==> src/rtl/rtwd_pkg.sv <==
package rtwd_pkg;
  localparam int OPT_W    = 7;
  localparam int DIV_W    = 3;
  localparam int SHIFT_W  = DIV_W + 1;

  typedef struct packed {
    logic             irq_off;   // bit 6, active-low interrupt enable
    logic             src_pin;   // bit 5
    logic             edge_fall; // bit 4
    logic             ps_wdt;    // bit 3
    logic [DIV_W-1:0] div;       // bits 2:0
  } opt_t;

  localparam opt_t OPT_RST = opt_t'(7'h48);
endpackage

==> src/rtl/rtwd_edge_sync.sv <==
module rtwd_edge_sync #(
  parameter int STAGES = 2
) (
  input  logic clk,
  input  logic rst_n,
  input  logic pin,
  output logic rise,
  output logic fall
);
  // STAGES synchronizer flops plus one history flop for edge detection
  logic [STAGES:0] sh_q;
  logic [STAGES:0] sh_d;

  always_comb sh_d = {sh_q[STAGES-1:0], pin};

  always_ff @(posedge clk or negedge rst_n) begin
    if (!rst_n) sh_q <= '0;
    else        sh_q <= sh_d;
  end

  assign rise = sh_q[STAGES-1] & ~sh_q[STAGES];
  assign fall = ~sh_q[STAGES-1] & sh_q[STAGES];
endmodule

==> src/rtl/rtwd_prescaler.sv <==
module rtwd_prescaler #(
  parameter int PS_W    = 8,
  parameter int SHIFT_W = 4
) (
  input  logic               clk,
  input  logic               rst_n,
  input  logic               clr,
  input  logic               tick_in,
  input  logic [SHIFT_W-1:0] shift,
  output logic               tick_out
);
  logic [PS_W-1:0] pre_q, pre_d, mask;

  always_comb begin
    mask     = ~({PS_W{1'b1}} << shift);
    tick_out = tick_in & ~clr & ((pre_q & mask) == mask);
    pre_d    = pre_q;
    if (clr)          pre_d = '0;
    else if (tick_in) pre_d = pre_q + 1'b1;
  end

  always_ff @(posedge clk or negedge rst_n) begin
    if (!rst_n) pre_q <= '0;
    else        pre_q <= pre_d;
  end
endmodule

==> src/rtl/rtwd_count.sv <==
module rtwd_count #(
  parameter int W = 8
) (
  input  logic         clk,
  input  logic         rst_n,
  input  logic         tick,
  input  logic         we,
  input  logic [W-1:0] wdata,
  input  logic         flag_clr,
  input  logic         irq_off,
  output logic [W-1:0] count,
  output logic         ovf_flag,
  output logic         ovf_irq
);
  logic [W-1:0] cnt_q, cnt_d;
  logic         flag_q, flag_d, irq_q, irq_d, roll;

  always_comb begin
    roll   = tick & ~we & (cnt_q == {W{1'b1}});
    cnt_d  = cnt_q;
    if (we)        cnt_d = wdata;
    else if (tick) cnt_d = cnt_q + 1'b1;
    flag_d = flag_q;
    if (roll)          flag_d = 1'b1;
    else if (flag_clr) flag_d = 1'b0;
    irq_d  = roll & ~irq_off;
  end

  always_ff @(posedge clk or negedge rst_n) begin
    if (!rst_n) begin
      cnt_q  <= '0;
      flag_q <= 1'b0;
      irq_q  <= 1'b0;
    end else begin
      cnt_q  <= cnt_d;
      flag_q <= flag_d;
      irq_q  <= irq_d;
    end
  end

  assign count    = cnt_q;
  assign ovf_flag = flag_q;
  assign ovf_irq  = irq_q;
endmodule

==> src/rtl/rtwd_watchdog.sv <==
module rtwd_watchdog #(
  parameter int W = 8
) (
  input  logic clk,
  input  logic rst_n,
  input  logic tick,
  input  logic clear,
  input  logic sleep,
  input  logic timeout,
  output logic ovf,
  output logic to_flag,
  output logic pd_flag,
  output logic wdt_reset,
  output logic wdt_wake
);
  logic [W-1:0] wc_q, wc_d;
  logic to_q, to_d, pd_q, pd_d, rst_q, rst_d, wake_q, wake_d, fire;

  always_comb begin
    ovf  = tick & ~clear & (wc_q == {W{1'b1}});
    fire = timeout & ~clear;
    wc_d = wc_q;
    if (clear)     wc_d = '0;
    else if (tick) wc_d = wc_q + 1'b1;
    to_d = to_q;
    pd_d = pd_q;
    if (clear) begin
      to_d = 1'b1;
      pd_d = 1'b1;
    end else if (fire) begin
      to_d = 1'b0;
      pd_d = ~sleep;
    end
    rst_d  = fire & ~sleep;
    wake_d = fire & sleep;
  end

  always_ff @(posedge clk or negedge rst_n) begin
    if (!rst_n) begin
      wc_q   <= '0;
      to_q   <= 1'b1;
      pd_q   <= 1'b1;
      rst_q  <= 1'b0;
      wake_q <= 1'b0;
    end else begin
      wc_q   <= wc_d;
      to_q   <= to_d;
      pd_q   <= pd_d;
      rst_q  <= rst_d;
      wake_q <= wake_d;
    end
  end

  assign to_flag   = to_q;
  assign pd_flag   = pd_q;
  assign wdt_reset = rst_q;
  assign wdt_wake  = wake_q;
endmodule

==> src/rtl/rtwd_timer.sv <==
module rtwd_timer
  import rtwd_pkg::*;
#(
  parameter int CNT_W       = 8,
  parameter int WDT_W       = 8,
  parameter int SYNC_STAGES = 2
) (
  input  logic             clk,
  input  logic             rst_n,
  input  logic             inst_tick,
  input  logic             ext_pin,
  input  logic             wdt_tick,
  input  logic             sleep,
  input  logic             cfg_we,
  input  logic [OPT_W-1:0] cfg_wdata,
  input  logic             cnt_we,
  input  logic [CNT_W-1:0] cnt_wdata,
  input  logic             flag_clr,
  input  logic             wdt_clear,
  output logic [CNT_W-1:0] count_q,
  output logic             ovf_flag,
  output logic             ovf_irq,
  output logic             wdt_reset,
  output logic             wdt_wake,
  output logic             to_flag,
  output logic             pd_flag
);
  localparam int PS_W = 1 << DIV_W;

  opt_t opt_q, opt_d;
  logic pin_rise, pin_fall, src_tick, wdt_ovf;
  logic ps_in, ps_out, ps_clr, cnt_tick, timeout;
  logic [SHIFT_W-1:0] ps_shift;
  logic irq_off_w;

  always_comb begin
    opt_d = opt_q;
    if (cfg_we) opt_d = opt_t'(cfg_wdata);
  end

  always_ff @(posedge clk or negedge rst_n) begin
    if (!rst_n) opt_q <= OPT_RST;
    else        opt_q <= opt_d;
  end

  rtwd_edge_sync #(.STAGES(SYNC_STAGES)) u_sync (
    .clk(clk), .rst_n(rst_n), .pin(ext_pin), .rise(pin_rise), .fall(pin_fall)
  );

  always_comb begin
    src_tick = opt_q.src_pin ? (opt_q.edge_fall ? pin_fall : pin_rise) : inst_tick;
    ps_in    = opt_q.ps_wdt ? wdt_ovf : src_tick;
    ps_shift = opt_q.ps_wdt ? {1'b0, opt_q.div} : ({1'b0, opt_q.div} + 1'b1);
    ps_clr   = wdt_clear | (cnt_we & ~opt_q.ps_wdt);
    cnt_tick = opt_q.ps_wdt ? src_tick : ps_out;
    timeout  = opt_q.ps_wdt ? ps_out : wdt_ovf;
  end

  rtwd_prescaler #(.PS_W(PS_W), .SHIFT_W(SHIFT_W)) u_ps (
    .clk(clk), .rst_n(rst_n), .clr(ps_clr), .tick_in(ps_in),
    .shift(ps_shift), .tick_out(ps_out)
  );

  rtwd_count #(.W(CNT_W)) u_cnt (
    .clk(clk), .rst_n(rst_n), .tick(cnt_tick), .we(cnt_we), .wdata(cnt_wdata),
    .flag_clr(flag_clr), .irq_off(opt_q.irq_off), .count(count_q),
    .ovf_flag(ovf_flag), .ovf_irq(ovf_irq)
  );

  rtwd_watchdog #(.W(WDT_W)) u_wdt (
    .clk(clk), .rst_n(rst_n), .tick(wdt_tick), .clear(wdt_clear), .sleep(sleep),
    .timeout(timeout), .ovf(wdt_ovf), .to_flag(to_flag), .pd_flag(pd_flag),
    .wdt_reset(wdt_reset), .wdt_wake(wdt_wake)
  );

  assign irq_off_w = opt_q.irq_off;
endmodule

==> config.mk <==
export PLATFORM = sky130hd
export DESIGN_NAME = rtwd_timer
export DESIGN_NICKNAME = d
export VERILOG_FILES = /design/src/rtl/rtwd_pkg.sv /design/src/rtl/rtwd_edge_sync.sv /design/src/rtl/rtwd_prescaler.sv /design/src/rtl/rtwd_count.sv /design/src/rtl/rtwd_watchdog.sv /design/src/rtl/rtwd_timer.sv
export SDC_FILE = /design/constraint.sdc
export NUM_CORES = 1
export LEC_CHECK = 0
export ABC_AREA = 1
export BUFFER_PORTS_ARGS = -buffer_cell sky130_fd_sc_hd__buf_2
export CAP_MARGIN = 20
export CORE_MARGIN = 1
export CORE_UTILIZATION = 59
export DETAILED_ROUTE_END_ITERATION = 16
export PLACE_DENSITY_LB_ADDON = 0.12
export REMOVE_ABC_BUFFERS = 1
export SYNTH_ARGS = -nofsm -noshare
export SYNTH_HDL_FRONTEND = slang
export SYNTH_SLANG_ARGS = --single-unit
==> constraint.sdc <==
create_clock -name clk -period 2.9 [get_ports clk]
set_input_delay 0.145 -clock clk [delete_from_list [all_inputs] [get_ports clk]]
set_output_delay 0.145 -clock clk [all_outputs]
set_load 0.05 [all_outputs]
==> impl_metrics.py <==
metrics = {
    "pwr": {
        "powerDensity_nw_per_um2": 499.2,
        "vdd_drop_max_uv": 360.0,
        "p_leak_nw": 1.258,
        "power_w": 0.001251,
    },
    "route": {
        "route.detailed.drc": 0,
        "met2_length_um": 1925,
        "firstDrtPassIters": 4,
        "wirelength_um": 4110,
        "wl_met1_um": 1928,
        "drt_iter0_drc": 106,
        "viasPerCell": 5.158,
        "routed.top_layer": "met4",
        "route.vias.total": 1862,
        "ant_nets": 0,
        "wl_met3_um": 184,
        "wire_per_inst_um": 11.39,
    },
    "logic_synthesis": {
        "synth_top_cell_area_share": 0.4184,
        "yosysWarningCount": 0,
        "synth_ff_type": "dfrtp_1",
        "synth_area_um2": 2153,
        "async_flop_share": 1.000,
        "yosysMostFrequentCell": "nand2_1",
        "synth-seq-cells": 40,
        "synth_edf_count": 0,
        "yosys.area.top_type": "dfrtp_1",
        "ys_top_cells_by_count": "nand2_1, dfrtp_1, inv_1, nand3_1, o21ai_0",
        "syn_inst": 267,
        "syn_avg_cell_area_um2": 8.065,
        "yosysSeqAreaShare": 0.4672,
        "yosysUniqueCellTypes": 34,
        "synth_area_leaders": "dfrtp_1, nand2_1, dfstp_2",
    },
    "worst_setup_path": {
        "crit_fanout": 4,
        "path_class": "reg2reg",
        "crit_path_frequent_cell": "nand2_1",
        "crit_chain": "ha_1, nand2_1, nor2_1, nand4_1, a21oi_4, nand3_1, nand2_1, nand2_1, nand2_1, nand2_1, inv_1",
        "worstPathArrival_ps": 2120,
        "startpoint_type": "flip-flop",
        "cp.required_ps": 3210,
        "crit_slowest_cell": "dfrtp_1",
        "slowest_delay_ps": 390,
        "end_kind": "flip-flop",
    },
    "run_status": {
        "violations": "hold timing",
        "status": "finished, violations left",
    },
    "clocking": {
        "root_buffer": "clkbuf_4",
        "clock_latency_ps": 360,
        "cts_max_level": 2,
        "clock_path_buffers": 2,
        "cts_tree": "done",
        "cts.sinks": 40,
        "numCtsBuffers": 5,
        "cts_setup_buffers": 0,
        "clk_pin_slew_ps": 130,
    },
    "cells_and_area": {
        "area_delta_synth_final_pct": 16.39,
        "n_antenna_cell": 0,
        "fin_nets": 343,
        "drive_gt1_frac": 0.2032,
    },
    "die": {
        "rows": 21,
        "die_height_um": 62.41,
        "core_region_area_um2": 3416,
        "io_pins": 39,
        "fp.dieW_um": 62.41,
        "die-area_um2": 3895,
        "start_util": 0.6304,
    },
    "sta": {
        "tns_ps": 0,
        "rsz0062_at_grt": "no",
        "fin_crit_ps": 1818,
        "relSlewSlack": 0.4431,
        "finalHoldViolCount": 1,
        "holdWs_ps": -1.002,
        "tightestPinTransition_ps": 835.3,
        "setup_violations": 0,
        "min_period_over_period": 0.6268,
        "drv_slew": 0,
        "clock.fmax_ghz": 0.5501,
        "skew_ps": 8.966,
    },
    "grt": {
        "antenna_found_initial": 0,
        "grt_pass1_vias": 1807,
        "grt_pass1_wl_um": 7527,
        "grt_max_degree": 41,
        "gr-total-overflow": 0,
        "grt_use_total": 0.2449,
    },
    "worst_hold_path": {
        "hold_path.class": "in2reg",
    },
    "placement": {
        "io_buffers": 38,
        "place_congestion": 0.8460,
        "hpwl_um": 3039,
    },
    "job": {
        "cap_violations": 0,
    },
}
worst paths after layout:
check | from | end | slack (ps) | cells after the start
min reg2reg | u_sync.sh_q[0]$_DFF_PN0_ | u_sync.sh_q[1]$_DFF_PN0_ | 370 | 0
max | u_wdt.wc_q[1]$_DFFE_PN0P_ | u_wdt.pd_flag$_DFFE_PN1P_ | 1080 | 11
min in group asynchronous | rst_n | u_wdt.wc_q[1]$_DFFE_PN0P_ | 410 | 2
min | cfg_wdata[4] | opt_q[4]$_DFFE_PN0P_ | -1 | 3
max reg2reg | u_wdt.wc_q[1]$_DFFE_PN0P_ | u_wdt.pd_flag$_DFFE_PN1P_ | 1080 | 11
max in group asynchronous | rst_n | u_ps.pre_q[5]$_DFFE_PN0P_ | 1970 | 2
worst max-delay path, delay by kind of cell, from the launching register on:
| family | cells | cell delay (ps) |
|---|---|---|
| AOI/OAI and AO/OA | 1 | 270 |
| and+or+nand+nor | 8 | 860 |
| buffers and inverters | 1 | 50 |
| adders and majority gates | 1 | 180 |
| DFF | 1 | 390 |
final cells by class:
class,instances,area [um^2]
flip-flops and latches,40,1006
clock inverters,3,23.77
well taps,46,57.56
multi-input cells,193,1012
inverters,29,108.9
repair buffers,45,260.3
fillers,259,909.6
clock buffers,5,37.54
cells by family after synthesis:
| logic type | synth area share |
|---|---|
| xor gates and xnor gates | 0.03254 |
| and+or+nand+nor | 0.3184 |
| muxes | 0.01046 |
| adders and majority gates | 0.02324 |
| DFF | 0.4672 |
| buffers and inverters | 0.06275 |
| AOI/OAI and AO/OA | 0.08542 |
per-layer routing:
metal,GRT usage,up-vias
met3,0.04745,8
met5,0,-
li1,-,971
met2,0.4212,45
met1,0.2983,838
met4,0.1047,0
sequential cells by signal, summed over array words and instances, names as in the netlist:
signal / cells
irq_off_w: 1
opt_q: 6
u_cnt.count: 8
u_cnt.ovf_flag: 1
u_cnt.ovf_irq: 1
u_ps.pre_q: 8
u_sync.sh_q: 3
u_wdt.pd_flag: 1
u_wdt.to_flag: 1
u_wdt.wc_q: 8
u_wdt.wdt_reset: 1
u_wdt.wdt_wake: 1
through the flow:
stage	utilization	cell area (um^2)	cells	worst slack, ps
global route	0.7337	2506	361	875.2
detailed placement	0.6952	2375	346	1096
CTS	0.7278	2486	359	1076
global placement	0.6952	2375	346	1117
finish	0.7337	2506	361	1082
floorplan	-	2127	262	1145
cell usage in the layout (no fill, tap or decap), drive strengths merged, types with 2 or more instances in the layout:
cell type | Yosys | routed
nor3 | 6 | 6
buf | 1 | 38
ha | 4 | 4
clkinvlp | 0 | 2
dfstp | 4 | 4
nand4 | 14 | 14
dfrtp | 36 | 36
xnor2 | 2 | 2
inv | 29 | 29
clkbuf | 4 | 5
xor2 | 6 | 6
or2 | 2 | 2
nand2 | 86 | 86
o21ai | 19 | 19
a21oi | 10 | 10
mux2 | 2 | 2
nor2 | 13 | 13
dlygate4sd3 | 0 | 7
nand3 | 22 | 22
what timing repair did:
action,in CTS,in global routing
gates resized for setup,0,0
endpoints found under the hold margin,40,2
hold buffers,5,2
power breakdown:
group | internal, W | switching, W
combinational | 0.0000978 | 0.000219
clock | 0.0000954 | 0.000194
sequential | 0.000602 | 0.0000426
total | 0.000795 | 0.000456
Power figures use the tool's default switching activity.
